===== src/rtl/cmdeng_pkg.sv =====
// Shared constants and types for the command engine.
// Assumes word-addressed registers and 32-bit data.
package cmdeng_pkg;
    // register word addresses
    localparam int A_ARG   = 0;
    localparam int A_CMD   = 1;
    localparam int A_RSP0  = 2;
    localparam int A_STAT  = 6;
    localparam int A_CLR   = 7;
    localparam int A_MASK0 = 8;

    // command word fields
    localparam int CMD_W    = 11;
    localparam int B_WANT   = 6;
    localparam int B_LONG   = 7;
    localparam int B_PEND   = 9;
    localparam int B_GO     = 10;

    // status bits
    localparam int B_TOUT   = 2;
    localparam int B_RESP   = 6;
    localparam int B_SENT   = 7;
    localparam int B_ACTIVE = 11;
    localparam int STICKY_W = 11;

    localparam int SHORT_BYTES = 4;

    typedef enum logic [1:0] {RES_SENT, RES_RESP, RES_TOUT} res_e;
    typedef enum logic {ST_IDLE, ST_BUSY} st_e;
endpackage


===== src/rtl/cmdeng_seq.sv =====
// Command sequencer: latches index and argument on start, holds the
// card request until acknowledge, classifies the outcome and packs the
// response words. Assumes card_ack is a single-cycle pulse.
module cmdeng_seq
    import cmdeng_pkg::*;
#(
    parameter  int RSP_WORDS = 4,
    localparam int RSP_BITS  = RSP_WORDS * 32,
    localparam int LONG_BYTES = RSP_WORDS * 4,
    localparam int LEN_W     = $clog2(LONG_BYTES + 1)
) (
    input  logic                 clk,
    input  logic                 rst_n,
    input  logic                 start,
    input  logic [5:0]           start_idx,
    input  logic [31:0]          start_arg,
    input  logic                 start_want,
    input  logic                 start_long,
    output logic                 busy,
    output logic                 done,
    output res_e                 result,
    output logic [RSP_WORDS-1:0][31:0] rsp_words,
    output logic                 card_req,
    output logic [5:0]           card_idx,
    output logic [31:0]          card_arg,
    input  logic                 card_ack,
    input  logic                 card_err,
    input  logic [LEN_W-1:0]     card_len,
    input  logic [RSP_BITS-1:0]  card_rsp
);
    st_e         state_q;
    logic [5:0]  idx_q;
    logic [31:0] arg_q;
    logic        want_q;
    logic        long_q;
    logic        short_len;
    logic        long_len;

    // state and request latch
    always_ff @(posedge clk) begin
        if (!rst_n) begin
            state_q <= ST_IDLE;
            idx_q   <= '0;
            arg_q   <= '0;
            want_q  <= 1'b0;
            long_q  <= 1'b0;
        end else if (state_q == ST_IDLE) begin
            if (start) begin
                state_q <= ST_BUSY;
                idx_q   <= start_idx;
                arg_q   <= start_arg;
                want_q  <= start_want;
                long_q  <= start_long;
            end
        end else if (card_ack) begin
            state_q <= ST_IDLE;
        end
    end

    assign busy     = (state_q == ST_BUSY);
    assign done     = busy && card_ack;
    assign card_req = busy;
    assign card_idx = idx_q;
    assign card_arg = arg_q;

    assign short_len = (card_len == LEN_W'(SHORT_BYTES));
    assign long_len  = (card_len == LEN_W'(LONG_BYTES));

    // outcome classification
    always_comb begin
        if (!want_q)
            result = card_err ? RES_TOUT : RES_SENT;
        else if (card_err || !(short_len || long_len) || (short_len && long_q))
            result = RES_TOUT;
        else
            result = RES_RESP;
    end

    // big-endian word packing per response word
    for (genvar w = 0; w < RSP_WORDS; w++) begin : g_word
        logic [31:0] raw;
        assign raw = card_rsp[RSP_BITS-1-32*w -: 32];
        if (w == 0) begin : g_first
            assign rsp_words[w] = raw;
        end else if (w == RSP_WORDS - 1) begin : g_last
            assign rsp_words[w] = short_len ? 32'h0 : {raw[31:1], 1'b0};
        end else begin : g_mid
            assign rsp_words[w] = short_len ? 32'h0 : raw;
        end
    end
endmodule


===== src/rtl/cmdeng_regs.sv =====
// Register file: argument, command, response words, sticky status with
// write-one-to-clear, and per-line masks. Decodes the start condition.
// Assumes at most one write per cycle and reads without side effects.
module cmdeng_regs
    import cmdeng_pkg::*;
#(
    parameter int NUM_IRQ   = 2,
    parameter int RSP_WORDS = 4,
    parameter int ADDR_W    = 4
) (
    input  logic                       clk,
    input  logic                       rst_n,
    input  logic                       wr_en,
    input  logic [ADDR_W-1:0]          wr_addr,
    input  logic [31:0]                wr_data,
    input  logic [ADDR_W-1:0]          rd_addr,
    output logic [31:0]                rd_data,
    input  logic                       busy,
    input  logic                       done,
    input  res_e                       result,
    input  logic [RSP_WORDS-1:0][31:0] rsp_words,
    output logic                       start,
    output logic [5:0]                 start_idx,
    output logic [31:0]                start_arg,
    output logic                       start_want,
    output logic                       start_long,
    output logic [31:0]                stat_out,
    output logic [NUM_IRQ-1:0][31:0]   mask_out
);
    logic [31:0]                 arg_q;
    logic [CMD_W-1:0]            cmd_q;
    logic [RSP_WORDS-1:0][31:0]  rsp_q;
    logic [STICKY_W-1:0]         stat_q;
    logic [NUM_IRQ-1:0][31:0]    mask_q;
    logic                        wr_cmd;
    logic [STICKY_W-1:0]         clr_bits;
    logic [STICKY_W-1:0]         set_bits;

    assign wr_cmd     = wr_en && (int'(wr_addr) == A_CMD);
    assign start      = wr_cmd && !busy && wr_data[B_GO] && !wr_data[B_PEND];
    assign start_idx  = wr_data[5:0];
    assign start_arg  = arg_q;
    assign start_want = wr_data[B_WANT];
    assign start_long = wr_data[B_LONG];

    // argument register
    always_ff @(posedge clk) begin
        if (!rst_n)
            arg_q <= '0;
        else if (wr_en && int'(wr_addr) == A_ARG)
            arg_q <= wr_data;
    end

    // command register; go bit self-clears on completion or pending mode
    always_ff @(posedge clk) begin
        if (!rst_n)
            cmd_q <= '0;
        else if (wr_cmd && !busy)
            cmd_q <= {wr_data[B_GO] & ~wr_data[B_PEND], wr_data[B_GO-1:0]};
        else if (done)
            cmd_q[B_GO] <= 1'b0;
    end

    // response words load on a successful response
    always_ff @(posedge clk) begin
        if (!rst_n)
            rsp_q <= '0;
        else if (done && result == RES_RESP)
            rsp_q <= rsp_words;
    end

    // status clear and set terms
    always_comb begin
        clr_bits = '0;
        set_bits = '0;
        if (wr_en && int'(wr_addr) == A_CLR)
            clr_bits = wr_data[STICKY_W-1:0];
        if (done) begin
            case (result)
                RES_SENT: set_bits[B_SENT] = 1'b1;
                RES_RESP: set_bits[B_RESP] = 1'b1;
                default:  set_bits[B_TOUT] = 1'b1;
            endcase
        end
    end

    // sticky status; a completion in the same cycle wins over a clear
    always_ff @(posedge clk) begin
        if (!rst_n)
            stat_q <= '0;
        else
            stat_q <= (stat_q & ~clr_bits) | set_bits;
    end

    // one mask register per interrupt line
    for (genvar i = 0; i < NUM_IRQ; i++) begin : g_mask
        always_ff @(posedge clk) begin
            if (!rst_n)
                mask_q[i] <= '0;
            else if (wr_en && int'(wr_addr) == A_MASK0 + i)
                mask_q[i] <= wr_data;
        end
    end

    assign stat_out = {{(31-B_ACTIVE){1'b0}}, busy, stat_q};
    assign mask_out = mask_q;

    // read multiplexer
    always_comb begin
        rd_data = '0;
        if (int'(rd_addr) == A_ARG)  rd_data = arg_q;
        if (int'(rd_addr) == A_CMD)  rd_data = {{(32-CMD_W){1'b0}}, cmd_q};
        if (int'(rd_addr) == A_STAT) rd_data = stat_out;
        for (int w = 0; w < RSP_WORDS; w++)
            if (int'(rd_addr) == A_RSP0 + w) rd_data = rsp_q[w];
        for (int i = 0; i < NUM_IRQ; i++)
            if (int'(rd_addr) == A_MASK0 + i) rd_data = mask_q[i];
    end
endmodule


===== src/rtl/cmdeng_irq.sv =====
// Interrupt reduction: each line is the OR of status AND its mask.
// Assumes status and masks come straight from registers.
module cmdeng_irq #(
    parameter int NUM_IRQ = 2
) (
    input  logic [31:0]              stat,
    input  logic [NUM_IRQ-1:0][31:0] mask,
    output logic [NUM_IRQ-1:0]       irq
);
    for (genvar i = 0; i < NUM_IRQ; i++) begin : g_line
        // reduce one masked status word to a line
        assign irq[i] = |(stat & mask[i]);
    end
endmodule


===== src/rtl/cmdeng_top.sv =====
// Command issue and response capture engine top level.
// Connects register file, sequencer and interrupt reduction.
// Assumes the card side holds its response inputs valid with card_ack.
module cmdeng_top
    import cmdeng_pkg::*;
#(
    parameter  int NUM_IRQ   = 2,
    parameter  int RSP_WORDS = 4,
    parameter  int ADDR_W    = 4,
    localparam int RSP_BITS  = RSP_WORDS * 32,
    localparam int LEN_W     = $clog2(RSP_WORDS * 4 + 1)
) (
    input  logic                clk,
    input  logic                rst_n,
    input  logic                wr_en,
    input  logic [ADDR_W-1:0]   wr_addr,
    input  logic [31:0]         wr_data,
    input  logic [ADDR_W-1:0]   rd_addr,
    output logic [31:0]         rd_data,
    output logic                card_req,
    output logic [5:0]          card_idx,
    output logic [31:0]         card_arg,
    input  logic                card_ack,
    input  logic                card_err,
    input  logic [LEN_W-1:0]    card_len,
    input  logic [RSP_BITS-1:0] card_rsp,
    output logic [NUM_IRQ-1:0]  irq
);
    logic                       busy_w;
    logic                       done_w;
    res_e                       result_w;
    logic [RSP_WORDS-1:0][31:0] rsp_words_w;
    logic                       start_w;
    logic [5:0]                 start_idx_w;
    logic [31:0]                start_arg_w;
    logic                       start_want_w;
    logic                       start_long_w;
    logic [31:0]                stat_w;
    logic [NUM_IRQ-1:0][31:0]   mask_w;

    cmdeng_regs #(.NUM_IRQ(NUM_IRQ), .RSP_WORDS(RSP_WORDS), .ADDR_W(ADDR_W)) u_regs (
        .clk(clk), .rst_n(rst_n),
        .wr_en(wr_en), .wr_addr(wr_addr), .wr_data(wr_data),
        .rd_addr(rd_addr), .rd_data(rd_data),
        .busy(busy_w), .done(done_w), .result(result_w), .rsp_words(rsp_words_w),
        .start(start_w), .start_idx(start_idx_w), .start_arg(start_arg_w),
        .start_want(start_want_w), .start_long(start_long_w),
        .stat_out(stat_w), .mask_out(mask_w)
    );

    cmdeng_seq #(.RSP_WORDS(RSP_WORDS)) u_seq (
        .clk(clk), .rst_n(rst_n),
        .start(start_w), .start_idx(start_idx_w), .start_arg(start_arg_w),
        .start_want(start_want_w), .start_long(start_long_w),
        .busy(busy_w), .done(done_w), .result(result_w), .rsp_words(rsp_words_w),
        .card_req(card_req), .card_idx(card_idx), .card_arg(card_arg),
        .card_ack(card_ack), .card_err(card_err), .card_len(card_len),
        .card_rsp(card_rsp)
    );

    cmdeng_irq #(.NUM_IRQ(NUM_IRQ)) u_irq (
        .stat(stat_w), .mask(mask_w), .irq(irq)
    );
endmodule


===== config.mk =====
export PLATFORM = sky130hd
export DESIGN_NAME = cmdeng_top
export DESIGN_NICKNAME = d
export VERILOG_FILES = /design/src/rtl/cmdeng_pkg.sv /design/src/rtl/cmdeng_seq.sv /design/src/rtl/cmdeng_regs.sv /design/src/rtl/cmdeng_irq.sv /design/src/rtl/cmdeng_top.sv
export SDC_FILE = /design/constraint.sdc
export NUM_CORES = 1
export LEC_CHECK = 0
export BUFFER_PORTS_ARGS = -buffer_cell sky130_fd_sc_hd__buf_2
export CORE_MARGIN = 2
export CORE_UTILIZATION = 40
export DETAILED_ROUTE_END_ITERATION = 8
export GPL_ROUTABILITY_DRIVEN = 0
export GPL_TIMING_DRIVEN = 0
export HOLD_SLACK_MARGIN = 0.1
export PLACE_DENSITY = 0.61
export SLEW_MARGIN = 20
export SYNTH_ARGS = -nofsm -noshare
export SYNTH_HDL_FRONTEND = slang
export SYNTH_HIERARCHICAL = 1
export SYNTH_SLANG_ARGS = --single-unit
export TNS_END_PERCENT = 5

===== constraint.sdc =====
create_clock -name clk -period 4.8 [get_ports clk]
set_clock_uncertainty 0.2 [all_clocks]
set_input_delay 0.96 -clock clk [delete_from_list [all_inputs] [get_ports clk]]
set_output_delay 0.96 -clock clk [all_outputs]
set_load 0.05 [all_outputs]

==> results of run 1 <==
==> worst max-delay path: stages <==
cell and delay (ns):
sky130_fd_sc_hd__buf_2 0.13, sky130_fd_sc_hd__clkbuf_1 0.25, sky130_fd_sc_hd__nor3_1 0.91, sky130_fd_sc_hd__a2bb2oi_1 0.27, sky130_fd_sc_hd__o31ai_1 0.48, sky130_fd_sc_hd__buf_2 0.35
==> how the worst min path moves through the flow <==
stage,startpoint,endpoint,cells past startpoint
finish,u_seq/card_arg[19],u_seq/card_arg[19],2
global route,u_seq/card_idx[0],u_seq/card_idx[0],2
CTS,u_seq/card_arg[19],u_seq/card_arg[19],2
detailed placement,u_seq/card_arg[19],u_seq/card_arg[19],2
global placement,u_seq/card_arg[19],u_seq/card_arg[19],2
floorplan,u_regs/stat_q[0],u_regs/stat_q[0],2
==> logic make-up (layout without fill, tap and decap cells) <==
family,Yosys count,in the layout
AOI/OAI and AO/OA,472,472
buffers and inverters,216,491
DFF,287,287
muxes,69,69
other,2,24
and+or+nand+nor,798,798
==> flip-flops by register name, indices dropped and copies added (netlist names) <==
register,count
u_seq/want_q,1
u_regs/start_arg,32
u_seq/long_q,1
u_regs/rsp_q,128
u_regs/mask_out,64
u_regs/stat_q,11
u_seq/card_idx,6
u_seq/card_arg,32
u_regs/cmd_q,11
u_seq/busy,1
==> per-layer routing <==
layer	part of all wire	routed length (µm)
met1	0.43	22200
met2	0.44	22900
met3	0.095	4920
met4	0.033	1720
met5	0.00025	13
==> power by group <==
group | leakage [nW] | switching [mW] | internal, mW | total [mW]
clock network | 0.554 | 1.03 | 1.51 | 2.54
registers | 2.31 | 0.0125 | 2.39 | 2.41
logic | 3.69 | 0.328 | 0.226 | 0.554
==> cell usage in the layout, fill, tap and decap left out, drive strengths merged, types with 3 or more instances in the layout <==
cell / n
nand2: 558
buf: 324
dfxtp: 287
a21boi: 267
clkbuf: 151
and2: 100
mux2i: 61
a31oi: 37
a21oi: 37
o22ai: 36
a22oi: 32
nor2: 30
o21ai: 28
nand3: 23
conb: 21
nand3b: 20
or3: 19
nor2b: 16
clkinv: 11
o31ai: 9
nand4: 8
mux2: 8
a2bb2oi: 8
nand2b: 7
or4: 4
inv: 4
nor3b: 4
diode: 3
o221a: 3
o311ai: 3
o32a: 3
o21a: 3
nor3: 3
==> final cells by class <==
class,instances,share of cell area
multi-input combinational,1360,0.447
timing repair buffer,216,0.0620
sequential,287,0.330
clock buffer,46,0.0572
tap,461,0.0331
clock inverter,13,0.00560
inverter,3,0.000646
buffer,213,0.0643
antenna,3,0.000431
==> results summary, run 1 <==
The flow ran to the end, and the final reports show no timing, DRC or antenna violations. The worst setup path is of the in -> out kind. The routed length per placed instance came out at just under 20 µm. The final-layout setup total negative slack is 0 ns. The layer carrying the most global-route usage is met2. The vertical die dimension came out at 195 µm. With fillers left out, the area of the finished cells amounts to 17400 µm². The overall power of the completed layout came out at between 5 and 6 mW. The residual antenna-violating net count after detailed routing is 0. The count of nets after finishing came out at roughly 2300. The clock tree buffer depth is 3. The final critical-path setup slack came out at 0.274 ns.

The post-synthesis cell type count is 52. The parity-gate share of the synthesized area counting xor and xnor cells is 0. The synthesized cell area came out at 14600 µm². The initial core utilization came out at 0.408. The global-route track usage on met2 came out at 0.417.

The sequential cells in the finished layout cover a total of 5750 µm². Counting cells, the worst reg-to-reg path comes to 8. The wire length of the first global-routing pass came out at roughly 76 mm.

For met3 alone, demand over resource in global routing was 0.0470. The TritonCTS clock tree is done. The pre-CTS worst setup slack came out at 0.423 ns.

STA classifies the critical path startpoint as a primary input. The floorplan step set the die width to around 200 µm. The DRC violation count after routing is 0.

The worst voltage drop across the vdd grid came out at 0.000187 V. The worst slack on hold paths is 0.249 ns. The number of vias per cell after detailed routing is 5.26. The maximum clock rate is 221 MHz. The pin count of the biggest net entering global routing came out at 14. After clock tree synthesis, the clock-pin slew on the worst setup and hold paths is 0.05 ns.

The total via count after detailed routing is 13698. In this run the tightest slew margin relative to its limit is 0.299. Measured on the finished design, the core utilization comes to 0.488.

The initial antenna violation count came to 6. The standard-cell row count is 69. The number of port buffers came out at 216.

The cell area after placement came out at 16300 µm². The number of maximum-capacitance constraint violations came out at 0. Of the cells placed in the final design, the portion with a size suffix greater than 1 is 0.202. The first-pass iteration count of the detailed router came out at 6. By area the synthesized netlist is led by sky130_fd_sc_hd__dfxtp_1 39%, sky130_fd_sc_hd__nand2_1 14%, sky130_fd_sc_hd__a21boi_0 13%. The path class of the tightest hold or removal check is reg -> reg.

For the worst setup path, the data required time is roughly 3.6 ns. Setup repair after global routing left no endpoint under its margin. The top-level port count is 251. The combined area of the multi-input logic cells is 7790 µm². The final clock period utilization by the worst path came out at 0.943.

Tracing the worst setup path back leads to its startpoint at rd_addr[0]. The post-synthesis compound-gate area fraction is 0.229. The floorplan die area came out at 38000 µm².

The final global-route overflow total came out at 0. The number of register bits inferred by synthesis came out at approximately 290. The global routing usage on met1 came out at 0.358. Fill cells in the final layout number around 3700. The cell chosen for the clock root is sky130_fd_sc_hd__clkbuf_16. The share of synthesized cell area in full adder, half adder and majority cells came out at 0. During synthesis, Yosys emitted a total of 6 warnings. The most critical setup path has its endpoint at rd_data[1]. The clock network latency to the later pin of the worst-skew pair is 0.52 ns. The detailed-placement wirelength estimate is 41.4 mm. The multiplexer share of the synthesized area is 0.0480. The setup fix buffers added after clock tree synthesis came out at 0. The shortest clock period the worst path allows after layout came out at 4.53 ns. Setup violations remaining at the end of the flow were counted as 0. Of the total synthesized cell area, the portion taken by AND, OR, NAND and NOR gates is 0.251.

After the flow finishes, the layout carries non-filler instances totaling between 2000 and 3000. The cell type with the highest aggregate area in the netlist is sky130_fd_sc_hd__dfxtp_1. The maximum net fanout on the critical path came out at 10.

At the pin with the least slew margin, the transition time is roughly 1.0 ns. In this run the critical register-to-register path is launched from u_seq/long_q. The number of global-route vias before repair was 12958. The cell leakage power is 6.56 nW. The setup check on the worst reg-to-reg path leaves a slack of 1.47 ns. For this block, the routed nets add up to around 52 mm of wire.

The worst setup path is captured at an output pin. After synthesis, the share of flip-flops with an asynchronous set or reset is 0. For this run, the register share of the synthesized area comes to 0.394. The TritonCTS buffer count is 34.

The count of cells resized by post-cts repair came out at 0. sky130_fd_sc_hd__nand2_1 is the most common cell in the netlist. The number of cells produced by synthesis came out at 1844.

Compared with the post-synthesis result, the final layout area differs by 19.4%. Yosys mapped a number of flops with a built-in enable equal to 0. STA puts the critical path data arrival time at 3.37 ns. The total count of hold-check failures in the final report came out at 0. By area, the combinational part of the netlist is dominated by simple AND/OR/NAND/NOR gates. The iteration-0 DRC count of the detailed router is between 1000 and 1500.

The quantity of hold-fixing buffers added after cts came out at 0. The placed cell count came out at 2540. The CTS sink count is 287. The floorplan step defined a core boundary enclosing between 30000 and 40000 µm². The total track usage is 0.263. The share of synthesized area in the top cell type comes to 0.394. The power density of the placed cells came out at 316 nW/µm². In this run the critical register-to-register path is captured at u_regs/rsp_q[44].

Among all flip-flop cells after synthesis, the most frequent one is sky130_fd_sc_hd__dfxtp_1. The total number of H-tree levels is 2. After synthesis, the most frequently instantiated cells are 558 x sky130_fd_sc_hd__nand2_1, 287 x sky130_fd_sc_hd__dfxtp_1, 257 x sky130_fd_sc_hd__a21boi_0. The average footprint of a synthesized cell came out at 7.91 µm². The number of max-slew violations in the final report is 0.
(Power assumes the default switching activity.)
==> run 2, diff against run 1 <==
==> constraint.sdc (replaced) <==
create_clock -name clk -period 4.8 [get_ports clk]
set_clock_uncertainty 0.2 [all_clocks]
set_input_delay 0.24 -clock clk [delete_from_list [all_inputs] [get_ports clk]]
set_output_delay 0.24 -clock clk [all_outputs]
set_load 0.05 [all_outputs]
==> run 2 against run 1 <==
Maximum frequency grew 37%. Cell count grew 6.3%. Critical path depth grew 2. Die area is the same. Clock-buffer cell count is the same. Worst hold slack lost 0.11 ns. Sequential cell count is the same. Final area grew 9.5%. Utilization grew 4.6 points. Critical path type is now reg -> reg. Critical endpoint is now u_regs/rsp_q[102]. Largest cell class unchanged.
==> results summary, run 2 (same netlist as run 1, synthesis figures left out) <==
The count of cell instances traversed by the critical path came to 8 (+2). The detailed-placement wirelength estimate was 41.4 mm (unchanged). The total number of H-tree levels came out at 2 (unchanged). The total via count after detailed routing is 14308 (+4.5%). The wire length of the first global-routing pass came out at 79.6 mm (+4.2%). The initial antenna violation count came to 5 (-1). The first-pass iteration count of the detailed router came to 5 (-1). The quantity of hold-fixing buffers added after cts came out at 166 (+166). The maximum clock rate is 302 MHz (+37%).

The maximum net fanout on the critical path is 10 (unchanged). The number of endpoints failing setup at the final stage is 0 (unchanged). The setup fix buffers added after clock tree synthesis was 0 (unchanged).

The cell leakage power came out at 7.25 nW (+11%). The register bank with the most flops is u_regs/rsp_q. The clock network latency to the later pin of the worst-skew pair came out at 0.51 ns (about the same). The final-layout setup total negative slack is 0 ns (unchanged).

The worst slew margin relative to its limit was 0.258 (-0.0403). The count of cells resized by post-cts repair came out at 0 (unchanged). In the layout the commonest cells are 558 x sky130_fd_sc_hd__nand2_1, 287 x sky130_fd_sc_hd__dfxtp_1, 257 x sky130_fd_sc_hd__a21boi_0. The share of final-layout standard cells stronger than drive strength 1 came out at 0.187 (-0.0145). The number of port buffers is 216 (unchanged). Among cell families on the critical path, the largest total delay comes from simple AND/OR/NAND/NOR gates. The standard-cell row count is 69 (unchanged).

The shortest clock period the worst path allows after layout is 3.31 ns (-1.21 ns). The worst hold-check path type is in -> reg. The number of global-route vias before repair came out at 13797 (+6.5%). The critical path goes through nor3b_1 > a21oi_1 > nor4bb_1 > and3b_1 > clkbuf_1 > clkbuf_1 > nand2_1 > a21boi_0. The top-level port count came to 251 (unchanged).

The routed length per placed instance came out at 19.3 µm (-3.0%). The delay contributed by the slowest stage of the critical path came out at 0.65 ns (-0.26 ns). The clock input transition at the sequential cells of the worst setup and hold paths was 0.06 ns (about the same). Setup repair after global routing left no endpoint under its margin. The flow ran to the end, and the final reports show no timing, DRC or antenna violations.

The kind of start point of the critical path is a flip-flop. The cell with the biggest individual delay on the critical path is sky130_fd_sc_hd__nor4bb_1. The layout-stage area growth over the synthesis result is 30.8%.

The floorplan die area came out at 38000 µm² (unchanged). The worst slack on hold paths came out at 0.137 ns (-0.112 ns). The worst reg-to-reg path cell count came out at 8 (unchanged). The worst voltage drop across the vdd grid came to 0.000184 V (-1.7%). The count of nets after finishing came out at 2459 (+7.2%). TritonCTS built the clock tree. The total wire length after detailed routing came out at 53.4 mm (+3.1%).

The library cell used most frequently in the layout, excluding fill and tap cells, is sky130_fd_sc_hd__nand2_1. The total count of hold-check failures in the final report came out at 0 (unchanged). The number of max-slew violations in the final report is 0 (unchanged).

The pin count of the biggest net entering global routing is 14 (unchanged). The cell that appears most often on the critical path is sky130_fd_sc_hd__clkbuf_1. The total track usage came out at 0.273 (+0.00950). The number of maximum-capacitance constraint violations came out at 0 (unchanged). The worst hold path cell count is 5 (+3). The buffering stage count on the worst path with inverters included came out at 2 (-1). The fraction of the core area covered by cells at the end of the flow is 0.534 (+0.0464). The initial core utilization was 0.408 (unchanged). By startpoint and endpoint, the worst setup path is classified as reg -> reg. The number of vias per cell after detailed routing was 5.17 (-1.8%).

The TritonCTS buffer count was 34 (unchanged). The CTS sink count is 287 (unchanged). The DRC violation count after routing is 0 (unchanged).

The clock tree buffer depth came out at 3 (unchanged). The nature of the critical path endpoint is a flip-flop. The vertical die dimension came out at 195 µm (unchanged). The transition at the pin with the smallest max-transition slack was 1.10 ns (+0.0616 ns). The area of the placeable core came out at 35700 µm² (unchanged).

The width of the die came to 195 µm (unchanged). The final global-route overflow total came out at 0 (unchanged). The final clock period utilization by the worst path came out at 0.691 (-0.252). The iteration-0 DRC count of the detailed router is 1112 (+3.6%). The residual antenna-violating net count after detailed routing came out at 0 (unchanged). The power density of the placed cells is 293 nW/µm² (-7.1%).

The number of flip-flops in the largest register is 128 (unchanged). The data arrival time of the critical path is 3.54 ns (+0.17 ns). The cell chosen for the clock root is sky130_fd_sc_hd__clkbuf_16. The data required time at the worst endpoint is 5.03 ns (+1.39 ns).
[run 2: cell types whose count changed in the layout (fill, tap and decap cells not counted), sizes merged]
cell,before,now
diode,3,2
dlygate4sd3,0,166
[run 2: final cells by class]
class                   count  area (µm²)
diodes                      2        5.00
plain buffers             213        1120
clock buffers              46         997
clock inverters            13        97.6
fillers                  3480       16700
inverters                   3        11.3
multi-input cells        1360        7790
flip-flops and latches    287        5750
well taps                 461         577
repair buffers            382        2740
[run 2: power by group]
part	internal [mW]	total [mW]	switching, mW
Clock	1.51	2.53	1.02
Combinational	0.313	0.661	0.347
Sequential	2.39	2.41	0.0126
Total	4.22	5.60	1.38
[run 2: path summary, 6_finish.rpt]
kind | startpoint | to | slack [ns]
min | wr_addr[3] | u_regs/mask_out[0] | 0.14
max | u_seq/long_q | u_regs/rsp_q[102] | 1.49
min reg2reg | u_seq/card_arg[19] | u_seq/card_arg[19] | 0.25
max reg2reg | u_seq/long_q | u_regs/rsp_q[102] | 1.49
[run 2: metrics by stage]
step / total power [mW] / instance area [µm²] / worst slack [ns] / instances
global route: 5.77 / 19100 / 1.29 / 2767
floorplan: 2.80 / 14700 / 2.01 / 1863
detailed placement: 3.00 / 16300 / 1.54 / 2540
finish: 5.60 / 19100 / 1.49 / 2767
global placement: 3.00 / 16300 / 1.63 / 2540
CTS: 5.62 / 19100 / 1.60 / 2765
[run 2: metal layers]
layer	track usage	share of wire
met1	0.364	0.44
met2	0.443	0.45
met3	0.0472	0.080
met4	0.0967	0.033
met5	0	0.00024
[run 2: worst min-delay path, stage by stage]
cell                       delay [ns]
sky130_fd_sc_hd__buf_2           0.11
sky130_fd_sc_hd__nand3b_1        0.14
sky130_fd_sc_hd__nor3_1          0.15
sky130_fd_sc_hd__nand2_1         0.09
sky130_fd_sc_hd__a21boi_0        0.07
